## src/rtl/gpio_bank_pkg.sv

```systemverilog
package gpio_bank_pkg;
  localparam int unsigned LINES_PER_BANK = 8;
  localparam int unsigned REG_W          = 32;
  localparam int unsigned VAL_OFS        = 0;
  localparam int unsigned MODE_OFS       = 4;
  localparam int unsigned BANK_STRIDE    = 8;
  localparam int unsigned HOLE_START     = 32'h90;
  localparam int unsigned HOLE_SPAN      = 32'h10;

  // Base byte address of a bank; banks that would land in the reserved
  // interrupt window are pushed past it.
  function automatic int unsigned bank_base(input int unsigned bank);
    int unsigned a;
    a = (bank + 1) * BANK_STRIDE;
    if (a >= HOLE_START) a = a + HOLE_SPAN;
    return a;
  endfunction
endpackage

```

## src/rtl/gpio_in_sync.sv

```systemverilog
module gpio_in_sync #(
  parameter int unsigned WIDTH = 8
) (
  input  logic             clk,
  input  logic             rst_n,
  input  logic [WIDTH-1:0] async_in,
  output logic [WIDTH-1:0] sync_out
);
  logic [WIDTH-1:0] stage1_q;
  logic [WIDTH-1:0] stage2_q;

  always_ff @(posedge clk or negedge rst_n) begin
    if (!rst_n) begin
      stage1_q <= '0;
      stage2_q <= '0;
    end else begin
      stage1_q <= async_in;
      stage2_q <= stage1_q;
    end
  end

  assign sync_out = stage2_q;
endmodule

```

## src/rtl/gpio_addr_decode.sv

```systemverilog
module gpio_addr_decode
  import gpio_bank_pkg::*;
#(
  parameter int unsigned NUM_BANKS = 20,
  parameter int unsigned ADDR_W    = 8
) (
  input  logic [ADDR_W-1:0]    addr,
  output logic [NUM_BANKS-1:0] val_sel,
  output logic [NUM_BANKS-1:0] mode_sel,
  output logic                 hit
);
  for (genvar b = 0; b < NUM_BANKS; b++) begin : g_match
    localparam int unsigned BASE = bank_base(b);
    assign val_sel[b]  = (addr == ADDR_W'(BASE + VAL_OFS));
    assign mode_sel[b] = (addr == ADDR_W'(BASE + MODE_OFS));
  end

  assign hit = (|val_sel) | (|mode_sel);
endmodule

```

## src/rtl/gpio_port_bank.sv

```systemverilog
module gpio_port_bank #(
  parameter int unsigned W = 8
) (
  input  logic         clk,
  input  logic         rst_n,
  input  logic         val_we,
  input  logic         mode_we,
  input  logic [W-1:0] wdata,
  input  logic [W-1:0] pad_sync,
  output logic [W-1:0] val_view,
  output logic [W-1:0] mode_view,
  output logic [W-1:0] drive,
  output logic [W-1:0] drive_en
);
  logic [W-1:0] val_q;
  logic [W-1:0] mode_q;

  always_ff @(posedge clk or negedge rst_n) begin
    if (!rst_n) begin
      val_q  <= '0;
      mode_q <= '1;
    end else begin
      if (val_we)  val_q  <= wdata;
      if (mode_we) mode_q <= wdata;
    end
  end

  // Input lines show the pad, output lines show the stored value.
  assign val_view  = (mode_q & pad_sync) | (~mode_q & val_q);
  assign mode_view = mode_q;
  assign drive     = val_q;
  assign drive_en  = ~mode_q;
endmodule

```

## src/rtl/gpio_bank_regs.sv

```systemverilog
module gpio_bank_regs
  import gpio_bank_pkg::*;
#(
  parameter int unsigned NUM_BANKS = 20,
  parameter int unsigned ADDR_W    = 8,
  localparam int unsigned LINES    = NUM_BANKS * LINES_PER_BANK
) (
  input  logic              clk,
  input  logic              rst_n,
  input  logic [ADDR_W-1:0] bus_addr,
  input  logic              bus_wr_en,
  input  logic              bus_rd_en,
  input  logic [REG_W-1:0]  bus_wdata,
  output logic [REG_W-1:0]  bus_rdata,
  input  logic [LINES-1:0]  pin_in,
  output logic [LINES-1:0]  pin_out,
  output logic [LINES-1:0]  pin_oe
);
  localparam int unsigned LPB = LINES_PER_BANK;

  logic [NUM_BANKS-1:0]          val_sel;
  logic [NUM_BANKS-1:0]          mode_sel;
  logic                          map_hit;
  logic [LINES-1:0]              pad_sync;
  logic [NUM_BANKS-1:0][LPB-1:0] val_view;
  logic [NUM_BANKS-1:0][LPB-1:0] mode_view;
  logic [REG_W-1:0]              rd_mux;
  logic                          wdata_unused;

  assign wdata_unused = ^bus_wdata[REG_W-1:LPB];

  gpio_in_sync #(.WIDTH(LINES)) u_sync (
    .clk      (clk),
    .rst_n    (rst_n),
    .async_in (pin_in),
    .sync_out (pad_sync)
  );

  gpio_addr_decode #(.NUM_BANKS(NUM_BANKS), .ADDR_W(ADDR_W)) u_dec (
    .addr     (bus_addr),
    .val_sel  (val_sel),
    .mode_sel (mode_sel),
    .hit      (map_hit)
  );

  for (genvar b = 0; b < NUM_BANKS; b++) begin : g_bank
    gpio_port_bank #(.W(LPB)) u_bank (
      .clk       (clk),
      .rst_n     (rst_n),
      .val_we    (bus_wr_en & val_sel[b]),
      .mode_we   (bus_wr_en & mode_sel[b]),
      .wdata     (bus_wdata[LPB-1:0]),
      .pad_sync  (pad_sync[b*LPB +: LPB]),
      .val_view  (val_view[b]),
      .mode_view (mode_view[b]),
      .drive     (pin_out[b*LPB +: LPB]),
      .drive_en  (pin_oe[b*LPB +: LPB])
    );
  end

  always_comb begin
    rd_mux = '0;
    for (int b = 0; b < NUM_BANKS; b++) begin
      if (val_sel[b])  rd_mux = rd_mux | REG_W'(val_view[b]);
      if (mode_sel[b]) rd_mux = rd_mux | REG_W'(mode_view[b]);
    end
  end

  always_ff @(posedge clk or negedge rst_n) begin
    if (!rst_n)         bus_rdata <= '0;
    else if (bus_rd_en) bus_rdata <= rd_mux;
  end
endmodule

```

## config.mk

```make
export PLATFORM = sky130hd
export DESIGN_NAME = gpio_bank_regs
export DESIGN_NICKNAME = d
export VERILOG_FILES = /design/src/rtl/gpio_bank_pkg.sv /design/src/rtl/gpio_in_sync.sv /design/src/rtl/gpio_addr_decode.sv /design/src/rtl/gpio_port_bank.sv /design/src/rtl/gpio_bank_regs.sv
export SDC_FILE = /design/constraint.sdc
export NUM_CORES = 1
export LEC_CHECK = 0
export ABC_AREA = 1
export BUFFER_PORTS_ARGS = -buffer_cell sky130_fd_sc_hd__buf_2
export CORE_ASPECT_RATIO = 0.5
export CORE_MARGIN = 2
export CORE_UTILIZATION = 41
export DETAILED_ROUTE_END_ITERATION = 10
export GPL_ROUTABILITY_DRIVEN = 0
export PLACE_DENSITY = 0.64
export SETUP_SLACK_MARGIN = 0.5
export SKIP_CTS_REPAIR_TIMING = 1
export SYNTH_ARGS = -nofsm -noshare
export SYNTH_HDL_FRONTEND = slang
export SYNTH_SLANG_ARGS = --single-unit
```

## constraint.sdc

```tcl
create_clock -name clk -period 1.6 [get_ports clk]
set_input_delay 0.08 -clock clk [delete_from_list [all_inputs] [get_ports clk]]
set_output_delay 0.08 -clock clk [all_outputs]
set_load 0.05 [all_outputs]
```

==> results_dict.tcl, run 1 <==
set metrics [dict create \
    drive_gt1_share_pct 41.5 \
    synthCells 2857 \
    vias_per_cell 5.25 \
    startpoint_type "flop" \
    syn_to_final_growth_pct 50.6 \
    grt_overflow_total 0 \
    p_per_area_nw_per_um2 979 \
    holdCritPathClass "in -> reg" \
    synth-edff-count 0 \
    grt_pass1_wl_mm 148 \
    antenna_found_initial 3 \
    synthFlopType "dfrtp_1" \
    min_period_ns 1.66 \
    io_buffers 507 \
    setup_viol 6 \
    worstPathArrival_ns 2.19 \
    skew_ns 0.0411 \
    core.rowCount 64 \
    worst_slack_ns -0.0592 \
    syn-cell-area_um2 25700 \
    route.detailed.drc 0 \
    totalWireLength_mm 108 \
    nNetsFinal 4105 \
    endpoint_kind "flop" \
    p_leak_nw 18.8 \
    h-tree-depth 2 \
    hold_violations 31 \
    final.setup.tns_ns -0.230 \
    failed_checks "hold timing, setup timing" \
    die-area_um2 64900 \
    clk_latency_ns 0.64 \
    fin_crit_sh_pct 104 \
    start_util_pct 41.8 \
    grt_max_degree 61 \
    drt-pass1-iter-count 8 \
    max_freq_mhz 603 \
    cts.sinks 648 \
    avgSynthCellArea_um2 9.01 \
    via_count 25100 \
    synth-seq-area-share_pct 63.8 \
    worst_slew_pin_slew_ns 1.37 \
    root_buffer "clkbuf_16" \
    numCtsBuffers 57 \
    core_area_um2 61600 \
    cp.required_ns 2.13 \
    clk_path_buf_depth 3 \
    ys_ff_latch 648 \
    ios 556 \
    max-slew-margin-rel_pct 8.06 \
    antenna_left 0 \
    rsz0062_at_grt "yes" \
    wire_per_inst_um 22.5 \
    die_width_um 358 \
    crit_path_max_fanout 2 \
    drt-initial-drc-count 3069 \
    maxCapViolations 0 \
    ys.warnings.count 0 \
    dp_hpwl_mm 77.6 \
    track_usage_pct 31.2 \
    status "finished, violations left" \
    async_flop_share_pct 100 \
    vdd_drop_max_mv 0.947 \
    dieHeight_um 181 \
    cts_tree "done" \
    cts.clk_slew.worst_paths_ns 0.07 \
    grt_pass1_vias 23100 \
    ys_types 24 \
    finalHoldWorstSlack_ns -0.0869 \
    critical_path_class "reg -> reg" \
    finalMaxSlewViolations 0 \
]
## where the power goes
part	switching [mW]	internal, mW
Combinational	3.91	2.12
Clock	6.55	7.51
Sequential	0.512	17.3
Total	11.0	27.0
## worst max-delay path, stage by stage, from the launching register on
cell and delay, ns:
dfstp_2 0.54, inv_2 0.04, nand2_1 0.07, nand2_2 0.09
nand3_1 0.11, nand2_1 0.08, nor2_2 0.20, nand2_2 0.11
nor2_2 0.14, nand3_2 0.06, nand2_1 0.07, inv_1 0.03
## layout make-up
cell class / instances / area (um^2)
clock buffer: 76 / 1620
fill: 4830 / 22800
sequential: 648 / 16400
tap: 825 / 1030
clock inverter: 32 / 260
antenna: 2 / 5.00
timing repair buffer: 1115 / 9590
multi-input combinational: 1888 / 9100
inverter: 191 / 729
## state kept, by name, summed over array words and instances, names as in the netlist
| signal | flops |
|---|---|
| u_sync.stage1_q | 160 |
| g_bank.u_bank.drive | 160 |
| g_bank.u_bank.mode_view | 160 |
| bus_rdata | 8 |
| u_sync.sync_out | 160 |
## metal layers
layer / track usage (%) / share of wire, % / wire (um)
met1: 38.2 / 36 / 39300
met2: 49.2 / 46 / 49500
met3: 12.3 / 12 / 12700
met4: 12.6 / 5.7 / 6160
met5: 1.48 / 0.034 / 37
## through the flow
step                      worst slack, ns  area, um^2  power (mW)  utilization (%)  cells
after global routing               -0.111       38800        39.1             62.9   4777
after detailed placement           -0.442       32700        23.1             53.0   4468
final                             -0.0592       38800        37.9             62.9   4777
after floorplan                     0.105       26500        20.6                -   2880
after CTS                          -0.190       34500        37.0             56.1   4576
after global placement             -0.428       32700        23.0             53.0   4468
## synth_stat cells, types with 8 or more instances
cell	number	share of area [%]
buf_2	39	0.76
buf_4	30	0.88
clkbuf_1	80	1.2
dfrtp_1	488	47
dfstp_2	160	16
inv_1	187	2.7
nand2_1	1086	16
nand3_1	289	5.6
nor2_1	133	1.9
nor2_2	8	0.19
o21ai_0	291	5.7
o21ai_1	33	0.64
or2_2	9	0.22
## worst paths after layout
path                                          startpoint                             end  slack [ns]  depth (start not counted)
max in group asynchronous                          rst_n  g_bank[16].u_bank.mode_view[1]        0.84                          4
setup / recovery           g_bank[2].u_bank.mode_view[0]                    bus_rdata[0]       -0.06                         11
min in group asynchronous                          rst_n             u_sync.stage1_q[60]       -0.05                          2
hold / removal                                 bus_rd_en                    bus_rdata[0]       -0.09                          4
hold reg to reg                       u_sync.stage1_q[8]              u_sync.sync_out[8]        0.33                          0
setup reg to reg           g_bank[2].u_bank.mode_view[0]                    bus_rdata[0]       -0.06                         11
## cell usage in the layout (no fill, tap or decap), types with 8 or more instances in the layout
cell type | synthesis | routed
nor2_2 | 8 | 42
dlygate4sd3_1 | 0 | 163
clkbuf_8 | 0 | 8
nand3_4 | 0 | 19
conb_1 | 1 | 24
nand2_2 | 3 | 111
buf_8 | 0 | 95
buf_12 | 0 | 43
buf_6 | 0 | 121
clkinv_2 | 0 | 14
buf_2 | 39 | 358
o21ai_0 | 291 | 282
inv_2 | 3 | 147
dfrtp_1 | 488 | 487
nand3_1 | 289 | 228
clkbuf_16 | 0 | 59
inv_1 | 187 | 39
nor2_4 | 2 | 29
o21ai_1 | 33 | 41
buf_4 | 30 | 333
clkbuf_1 | 80 | 9
nand2_4 | 0 | 15
nand2_1 | 1086 | 963
clkinvlp_4 | 0 | 12
nor2_1 | 133 | 72
nand3_2 | 4 | 46
or2_2 | 9 | 9
dfstp_2 | 160 | 160
## cells by family after synthesis
kind of cell	count (synthesis)	synth area share, %
other	1	0.0146
and+or+nand+nor	1535	24.1
DFF	648	63.8
buffers and inverters	344	5.64
AOI/OAI and AO/OA	329	6.42
(Power assumes the default switching activity.)
==> run 2: changes to the inputs <==
--- a/config.mk
+++ b/config.mk
@@ -12,7 +12,6 @@
 export CORE_UTILIZATION = 41
 export DETAILED_ROUTE_END_ITERATION = 10
 export GPL_ROUTABILITY_DRIVEN = 0
-export PLACE_DENSITY = 0.64
 export SETUP_SLACK_MARGIN = 0.5
 export SKIP_CTS_REPAIR_TIMING = 1
 export SYNTH_ARGS = -nofsm -noshare
==> run 2 against run 1 <==
The run still ends with hold timing, setup timing left. Via count decreased by 1.7%. Register-to-register slack hardly changed. Global-route usage increased by 0.18 points. Non-clock buffer count fell by 58. Critical endpoint is now bus_rdata[2].
==> results_dict.tcl, run 2 (same netlist as run 1, synthesis figures left out) <==
set metrics [dict create \
    status "finished, violations left" \
    failed_checks "hold timing, setup timing" \
    wire_per_inst_um 22.7 \
    rsz0062_at_grt "yes" \
    holdCritPathClass "in -> reg" \
    cts_tree "done" \
    nNetsFinal 4046 \
    dieHeight_um 181 \
    seq_power_share_pct 45.4 \
    min_period_ns 1.65 \
    critPathMaxStageDelay_ns 0.38 \
    total_power_mw 39.3 \
    placed_area_um2 32200 \
    worst_slack_ns -0.0535 \
    clk_latency_ns 0.63 \
    grt_max_degree 96 \
    skew_ns 0.0187 \
    finalHoldWorstSlack_ns -0.0153 \
    cts.sinks 648 \
    start_util_pct 41.8 \
    worstHoldPathCells 4 \
    drive_gt1_share_pct 40.8 \
    internal-power_mw 28.4 \
    antenna_found_initial 3 \
    grt_pass1_wl_mm 148 \
    dp_hpwl_mm 77.1 \
    grt_pass1_vias 22400 \
    drt-initial-drc-count 2867 \
    syn_to_final_growth_pct 50.5 \
    r2r_slack_ns -0.05 \
    totalWireLength_mm 107 \
    hold_violations 6 \
    io_buffers 507 \
    switching_power_mw 10.9 \
    h-tree-depth 2 \
    final_cell_mix "nand2_1 (972), dfrtp_1 (485), buf_2 (342)" \
    maxCapViolations 0 \
    via_count 24700 \
    startpoint_type "flop" \
    core_area_um2 61600 \
    finalMaxSlewViolations 0 \
    cts.clk_slew.worst_paths_ns 0.07 \
    dpl_worst_slack_ns -0.285 \
    p_per_area_nw_per_um2 1010 \
    ios 556 \
    worstPathArrival_ns 2.18 \
    cp_common_cell "nand2_1" \
    p_sw_share_pct 27.8 \
    critPathSlowestCell "dfstp_2" \
    p_comb_share_pct 15.2 \
    grt_overflow_total 0 \
    crit_path_max_fanout 3 \
    die-area_um2 64900 \
    route.detailed.drc 0 \
    numCtsBuffers 56 \
    setup_viol 5 \
    max_freq_mhz 605 \
    vias_per_cell 5.23 \
    max-slew-margin-rel_pct 37.0 \
    endpoint_kind "flop" \
    clk_path_buf_depth 3 \
    worst_slew_pin_slew_ns 0.942 \
    p_leak_nw 18.8 \
    mostFrequentLayoutCell "nand2_1" \
    clockPowerShare_pct 39.4 \
    track_usage_pct 31.4 \
    rr_worst_depth 9 \
    root_buffer "clkbuf_16" \
    cp.required_ns 2.13 \
    drt-pass1-iter-count 9 \
    path_cells "buf_4 -> nand3_1 -> nand2_1 -> nor2_4 -> nand2_1 -> nor2_2 -> nand3_2 -> nand2_1 -> inv_1" \
    die_width_um 358 \
    vdd_drop_max_mv 0.959 \
    antenna_left 0 \
    critical_path_class "reg -> reg" \
    core.rowCount 64 \
    fin_crit_sh_pct 103 \
    final.setup.tns_ns -0.135 \
    post-route-cell-area_um2 38700 \
]
run 2: cell count changes in the layout (fill, tap and decap cells not counted), sizes merged:
cell | previous run | this run
inv | 191 | 192
bufinv | 2 | 12
dlygate4sd3 | 163 | 167
clkinvlp | 12 | 6
clkbuf | 78 | 74
clkinv | 18 | 13
buf | 950 | 890
run 2: metal layers:
layer / global-route usage (%) / part of all wire (%) / up-vias
met5: 1.26 / 0.26 / -
met4: 8.95 / 3.7 / 8
met3: 11.2 / 11 / 274
met2: 48.7 / 46 / 1334
met1: 41.4 / 38 / 12100
li1: - / - / 11000
run 2: area by class of cell:
cell class	count	area [um^2]
Multi-Input combinational cell	1888	9120
Clock buffer	74	1580
Sequential cell	648	16400
Antenna cell	2	5.00
Timing Repair Buffer	1057	9330
Clock inverter	32	503
Inverter	191	749
Tap cell	825	1030
Fill cell	5024	22800
run 2: path summary, 6_finish.rpt:
kind	startpoint	to
max	g_bank[10].u_bank.mode_view[2]	bus_rdata[2]
min	bus_wdata[6]	g_bank[11].u_bank.drive[6]
max reg2reg	g_bank[10].u_bank.mode_view[2]	bus_rdata[2]
min reg2reg	u_sync.stage1_q[18]	u_sync.sync_out[18]
max in group asynchronous	rst_n	u_sync.stage1_q[139]
min in group asynchronous	rst_n	g_bank[7].u_bank.mode_view[5]
run 2: metrics by stage:
stage,instances,utilization (%)
after detailed placement,4414,52.3
final,4717,62.9
after floorplan,2880,-
after global routing,4717,62.9
after CTS,4520,55.7
after global placement,4414,52.3
run 2: critical path, delay by kind of cell, from the launching register on:
family / cells / cell delay (ns)
simple gates: 7 / 1.00
buf+inv: 2 / 0.18
flops: 1 / 0.38
run 2: power by group through the flow:
stage / Combinational [mW] / Sequential (mW) / Clock (mW)
6_report: 5.97 / 17.9 / 15.5
5_1_grt: 6.27 / 17.9 / 16.4
4_1_cts: 4.94 / 17.8 / 15.6
3_5_place_dp: 4.92 / 18.1 / 0
3_3_place_gp: 4.90 / 18.1 / 0
2_1_floorplan: 1.85 / 18.7 / 0
